<file path="src/rtl/dec_err_irq_pkg.sv">
package dec_err_irq_pkg;

    typedef enum logic [1:0] {
        TB_TAILED = 2'd0,
        TB_MIXED  = 2'd1,
        TB_CONV   = 2'd2,
        TB_BAD    = 2'd3
    } tb_mode_e;

    localparam int unsigned ADDR_W   = 3;
    localparam int unsigned N_CAUSES = 6;

    // cause vector index; error register bit = index + 1
    localparam int unsigned C_SYM_RX  = 0;
    localparam int unsigned C_SYM_TX  = 1;
    localparam int unsigned C_MAXMIN  = 2;
    localparam int unsigned C_MODE    = 3;
    localparam int unsigned C_FLEN    = 4;
    localparam int unsigned C_WINDOW  = 5;

    localparam logic [ADDR_W-1:0] A_FLAGS = 3'd0;
    localparam logic [ADDR_W-1:0] A_IRQST = 3'd1;
    localparam logic [ADDR_W-1:0] A_ENSET = 3'd2;
    localparam logic [ADDR_W-1:0] A_ENCLR = 3'd3;
    localparam logic [ADDR_W-1:0] A_EOI   = 3'd4;
    localparam logic [ADDR_W-1:0] A_FMAX  = 3'd5;
    localparam logic [ADDR_W-1:0] A_RCMAX = 3'd6;

endpackage

</file>
<file path="src/rtl/dec_err_cfg_check.sv">
module dec_err_cfg_check
    import dec_err_irq_pkg::*;
#(
    parameter int unsigned LEN_W = 16,
    parameter int unsigned WIN_W = 8
) (
    input  logic             valid,
    input  logic [1:0]       mode,
    input  logic [LEN_W-1:0] frame_len,
    input  logic [WIN_W-1:0] win_r,
    input  logic [WIN_W-1:0] win_c,
    input  logic [LEN_W-1:0] frame_lim,
    input  logic [WIN_W:0]   window_lim,
    output logic             bad_mode,
    output logic             long_frame,
    output logic             wide_window
);
    localparam int unsigned SUM_W = WIN_W + 1;

    logic [SUM_W-1:0] win_sum;
    tb_mode_e         m;

    always_comb begin
        m           = tb_mode_e'(mode);
        win_sum     = SUM_W'(win_r) + SUM_W'(win_c);
        bad_mode    = valid && (m == TB_BAD);
        long_frame  = valid && (m == TB_TAILED) && (frame_len > frame_lim);
        wide_window = valid && ((m == TB_MIXED) || (m == TB_CONV)) && (win_sum > window_lim);
    end

endmodule

</file>
<file path="src/rtl/dec_err_reg_read.sv">
module dec_err_reg_read
    import dec_err_irq_pkg::*;
#(
    parameter int unsigned DATA_W = 32,
    parameter int unsigned LEN_W  = 16,
    parameter int unsigned WIN_W  = 8
) (
    input  logic [ADDR_W-1:0]   addr,
    input  logic [N_CAUSES-1:0] causes,
    input  logic                enable,
    input  logic                masked,
    input  logic [LEN_W-1:0]    frame_lim,
    input  logic [WIN_W:0]      window_lim,
    output logic [DATA_W-1:0]   rdata
);
    always_comb begin
        rdata = '0;
        unique case (addr)
            A_FLAGS: rdata[N_CAUSES:0] = {causes, |causes};
            A_IRQST: rdata[0]          = masked;
            A_ENSET,
            A_ENCLR: rdata[0]          = enable;
            A_FMAX:  rdata[LEN_W-1:0]  = frame_lim;
            A_RCMAX: rdata[WIN_W:0]    = window_lim;
            default: rdata             = '0;
        endcase
    end

endmodule

</file>
<file path="src/rtl/dec_err_irq.sv">
module dec_err_irq
    import dec_err_irq_pkg::*;
#(
    parameter int unsigned DATA_W = 32,
    parameter int unsigned LEN_W  = 16,
    parameter int unsigned WIN_W  = 8
) (
    input  logic              clk,
    input  logic              rst_n,
    input  logic [ADDR_W-1:0] bus_addr,
    input  logic              bus_wr,
    input  logic              bus_rd,
    input  logic [DATA_W-1:0] bus_wdata,
    output logic [DATA_W-1:0] bus_rdata,
    input  logic              cfg_valid,
    input  logic [1:0]        cfg_mode,
    input  logic [LEN_W-1:0]  cfg_frame_len,
    input  logic [WIN_W-1:0]  cfg_win_r,
    input  logic [WIN_W-1:0]  cfg_win_c,
    input  logic              ev_sym_rx,
    input  logic              ev_sym_tx,
    input  logic              ev_maxmin,
    output logic              irq_o,
    output logic              pause_o
);
    localparam int unsigned RC_W = WIN_W + 1;

    typedef struct packed {
        logic [N_CAUSES-1:0] causes;
        logic                enable;
        logic                gap;
        logic [LEN_W-1:0]    frame_lim;
        logic [RC_W-1:0]     window_lim;
    } state_t;

    state_t st_d, st_q;

    logic                bad_mode, long_frame, wide_window;
    logic [N_CAUSES-1:0] set_vec;
    logic                pending;
    logic                masked;
    logic                flags_rd;
    logic                en_q;
    logic [N_CAUSES-1:0] cause_q;

    dec_err_cfg_check #(.LEN_W(LEN_W), .WIN_W(WIN_W)) u_check (
        .valid       (cfg_valid),
        .mode        (cfg_mode),
        .frame_len   (cfg_frame_len),
        .win_r       (cfg_win_r),
        .win_c       (cfg_win_c),
        .frame_lim   (st_q.frame_lim),
        .window_lim  (st_q.window_lim),
        .bad_mode    (bad_mode),
        .long_frame  (long_frame),
        .wide_window (wide_window)
    );

    always_comb begin
        set_vec           = '0;
        set_vec[C_SYM_RX] = ev_sym_rx;
        set_vec[C_SYM_TX] = ev_sym_tx;
        set_vec[C_MAXMIN] = ev_maxmin;
        set_vec[C_MODE]   = bad_mode;
        set_vec[C_FLEN]   = long_frame;
        set_vec[C_WINDOW] = wide_window;
    end

    assign pending  = |st_q.causes;
    assign masked   = st_q.enable & pending;
    assign flags_rd = bus_rd && (bus_addr == A_FLAGS);

    always_comb begin
        st_d        = st_q;
        st_d.gap    = 1'b0;
        st_d.causes = (flags_rd ? '0 : st_q.causes) | set_vec;
        if (bus_wr) begin
            unique case (bus_addr)
                A_ENSET: if (bus_wdata[0]) st_d.enable = 1'b1;
                A_ENCLR: if (bus_wdata[0]) st_d.enable = 1'b0;
                A_EOI:   st_d.gap = !bus_wdata[0] && masked;
                A_FMAX:  st_d.frame_lim  = bus_wdata[LEN_W-1:0];
                A_RCMAX: st_d.window_lim = bus_wdata[RC_W-1:0];
                default: ;
            endcase
        end
    end

    always_ff @(posedge clk or negedge rst_n) begin
        if (!rst_n) begin
            st_q.causes     <= '0;
            st_q.enable     <= 1'b0;
            st_q.gap        <= 1'b0;
            st_q.frame_lim  <= '1;
            st_q.window_lim <= '1;
        end else begin
            st_q <= st_d;
        end
    end

    dec_err_reg_read #(.DATA_W(DATA_W), .LEN_W(LEN_W), .WIN_W(WIN_W)) u_read (
        .addr       (bus_addr),
        .causes     (st_q.causes),
        .enable     (st_q.enable),
        .masked     (masked),
        .frame_lim  (st_q.frame_lim),
        .window_lim (st_q.window_lim),
        .rdata      (bus_rdata)
    );

    assign irq_o   = masked & ~st_q.gap;
    assign pause_o = pending;
    assign en_q    = st_q.enable;
    assign cause_q = st_q.causes;

endmodule

</file>
<file path="config.mk">
export PLATFORM = sky130hd
export DESIGN_NAME = dec_err_irq
export DESIGN_NICKNAME = d
export VERILOG_FILES = /design/src/rtl/dec_err_irq_pkg.sv /design/src/rtl/dec_err_cfg_check.sv /design/src/rtl/dec_err_reg_read.sv /design/src/rtl/dec_err_irq.sv
export SDC_FILE = /design/constraint.sdc
export NUM_CORES = 1
export LEC_CHECK = 0
export BUFFER_PORTS_ARGS = -buffer_cell sky130_fd_sc_hd__buf_2
export CAP_MARGIN = 25
export CORE_ASPECT_RATIO = 0.75
export CORE_MARGIN = 5
export CORE_UTILIZATION = 35
export CTS_CLUSTER_DIAMETER = 30
export DETAILED_ROUTE_END_ITERATION = 6
export GPL_ROUTABILITY_DRIVEN = 0
export HOLD_SLACK_MARGIN = 0.06
export SYNTH_ARGS = -nofsm -noshare
export SYNTH_HDL_FRONTEND = slang
export SYNTH_SLANG_ARGS = --single-unit
</file>
<file path="constraint.sdc">
create_clock -name clk -period 5.04 [get_ports clk]
set_clock_uncertainty 0.05 [all_clocks]
set_input_delay 0.504 -clock clk [delete_from_list [all_inputs] [get_ports clk]]
set_output_delay 0.504 -clock clk [all_outputs]
set_load 0.02 [all_outputs]
</file>
==> flow_metrics.env <==
export IMPL_status="complete, no violations"
export IMPL_setup_tns_final_ns=0
export IMPL_cp_end_kind="flip-flop"
export IMPL_core_rowCount=27
export IMPL_clock_path_buffers=2
export IMPL_cts_setup_buffers=0
export IMPL_clk_latency_ns=0.28
export IMPL_fin_crit_sh=0.561
export IMPL_core_area_mm2=0.00740
export IMPL_port_buffers=78
export IMPL_required_ns=5.16
export IMPL_register_area_um2=857
export IMPL_route_detailed_drc=0
export IMPL_synthXorXnorAreaFrac=0.0130
export IMPL_ys_types=50
export IMPL_cp_max_fo=3
export IMPL_drt_pass1_iterations=4
export IMPL_syn_inst=275
export IMPL_first_global_vias=2202
export IMPL_fin_cells=454
export IMPL_antenna_found_initial=0
export IMPL_drv_slew=0
export IMPL_finalSetupViolCount=0
export IMPL_dp_cells=446
export IMPL_cts_tree="yes"
export IMPL_gr_usage_met1=0.195
export IMPL_routed_via_density=4.72
export IMPL_hpwl_um=5250
export IMPL_grt_pass1_wl_um=10400
export IMPL_synthSimpleGateAreaFrac=0.130
export IMPL_nFillCells=735
export IMPL_layout_common_cells="buf_2 (78), inv_1 (35), ha_1 (35)"
export IMPL_dieArea_mm2=0.00955
export IMPL_final_nets=465
export IMPL_ctsResizeCount=0
export IMPL_postCtsHoldBufs=0
export IMPL_synth_ff_type="dfstp_2"
export IMPL_synth_top_family_by_area="adder cells"
export IMPL_yosysSeqAreaShare=0.319
export IMPL_post_route_min_period_ns=2.83
export IMPL_clkSlewWorstSetupHoldPaths_ns=0.07
export IMPL_grt_max_degree=34
export IMPL_top_usage_layer="met1"
export IMPL_worstMarginPinSlew_ns=0.723
export IMPL_postRouteWirelength_um=6300
export IMPL_die_x_um=111
export IMPL_slew_headroom=0.518
export IMPL_final_common_cell="buf_2"
export IMPL_die_height_um=85.9
export IMPL_vias=2141
export IMPL_hold_viol_final=0
export IMPL_avgSynthCellArea_um2=9.78
export IMPL_ir_worst_vdd_v=0.000148
export IMPL_antennaDiodeCount=0
export IMPL_power_density_mw_per_mm2=308
export IMPL_p_leak_nw=1.66
export IMPL_drive_above_1_share=0.371
export IMPL_rsz0062_at_grt="false"
export IMPL_synth_seq_cells=33
export IMPL_drtAntennaViolNets=0
export IMPL_clkSinkCount=33
export IMPL_syn_area_mm2=0.00269
export IMPL_fmax_mhz=354
export IMPL_grt_ovfl_total=0
export IMPL_htreeDepth=2
export IMPL_grt_usage=0.132
export IMPL_critical_path_class="in2reg"
export IMPL_syn2layout_area_growth_pct=19.3
export IMPL_drt_iter0_drc=85
export IMPL_cts_root_buf="clkbuf_8"
export IMPL_maxCapViolCount=0
export IMPL_initial_core_util=0.363
export IMPL_wl_per_cell_um=13.9
export IMPL_postLayoutCoreUtil=0.434
export IMPL_io_pins=111
export IMPL_use_met3=0.0409
export IMPL_hold_path_class="in2async"
export IMPL_worstPathArrival_ns=2.95
export IMPL_numCtsBuffers=5
export IMPL_synth_mux_area_frac=0.117
export IMPL_ys_warn_count=0
export IMPL_synth_compound_area_share=0.137
export IMPL_met2_usage=0.192
export IMPL_multiInputGateArea_mm2=0.00159
export IMPL_synth_edff_count=0
export IMPL_async_flop_share=1.00
export IMPL_synthAdderAreaFrac=0.170
export IMPL_worst_setup_path_start_kind="primary input"
==> per-stage QoR <==
step           hold WS [ns]  setup slack, ns  cell area (µm²)  power, mW
2_1_floorplan         0.158             2.22             2750      0.646
3_3_place_gp          0.441             1.93             3090      0.732
3_5_place_dp          0.445             1.90             3090      0.742
4_1_cts               0.244             2.21             3210       1.01
5_1_grt               0.280             2.07             3210       1.07
6_report              0.225             2.21             3210      0.989
==> synth_stat cells, types with 3 or more instances <==
cell type  number  area, µm²
nand4_1         3       18.8
nor2_1         14       52.6
ha_1           35        438
mux2_2          6       67.6
nand2_1        16       60.1
mux2_1         10        113
a21oi_1        10       50.1
o21ai_0        12       60.1
dfrtp_1         8        200
and3_1          7       43.8
nor2b_1         4       25.0
o21ai_1         3       15.0
a22oi_1         8       60.1
mux2_4          9        135
dfstp_2        25        657
nand3_1         3       15.0
buf_4          17        128
clkbuf_1        3       11.3
inv_1          35        131
a21o_1          8       60.1
xnor2_1         4       35.0
==> cells by family after synthesis <==
group	Yosys count
adders and majority gates	36
and+or+nand+nor	62
other	1
muxes	25
AOI/OAI and AO/OA	56
xor gates and xnor gates	4
buffers and inverters	58
DFF	33
==> critical path: stages <==
cell,delay [ns]
buf_2,0.08
ha_1,0.17
inv_1,0.06
fa_1,0.40
nor2b_1,0.13
o21ai_1,0.08
a21boi_1,0.25
o31a_1,0.18
a21oi_1,0.05
ha_1,0.29
a21o_1,0.16
a21o_1,0.16
a21o_1,0.17
a32oi_1,0.18
o21ai_1,0.08
==> sequential cells by signal (all words and copies together), names as in the netlist <==
name and flops:
st_q 26, cause_q 6, en_q 1
==> worst paths after layout <==
path | cells after the start | slack (ns) | to | start
setup reg to reg | 7 | 2.88 | cause_q[4] | st_q[20]
hold / removal | 1 | 0.23 | cause_q[0] | rst_n
hold reg to reg | 1 | 0.46 | cause_q[1] | cause_q[1]
setup / recovery | 15 | 2.21 | cause_q[5] | cfg_win_r[0]
max in group asynchronous | 1 | 4.25 | en_q | rst_n
min in group clk | 2 | 0.34 | cause_q[0] | ev_sym_rx
==> final cells by class <==
cell class                      count  share of cell area
Multi-Input combinational cell    199               0.495
Sequential cell                    33               0.267
Tap cell                          101              0.0394
Timing Repair Buffer               78               0.122
Clock inverter                      1             0.00936
Inverter                           35              0.0410
Clock buffer                        7              0.0269
==> routing by layer <==
layer / up-vias / routed length, µm
met4: 0 / 32
li1: 1081 / -
met2: 61 / 2540
met3: 5 / 429
met5: - / 0
met1: 994 / 3300
==> power breakdown <==
part           switching [mW]  internal, mW
combinational           0.173         0.163
clock                  0.0948         0.161
sequential             0.0450         0.353
total                   0.313         0.677
(Power assumes the default switching activity.)
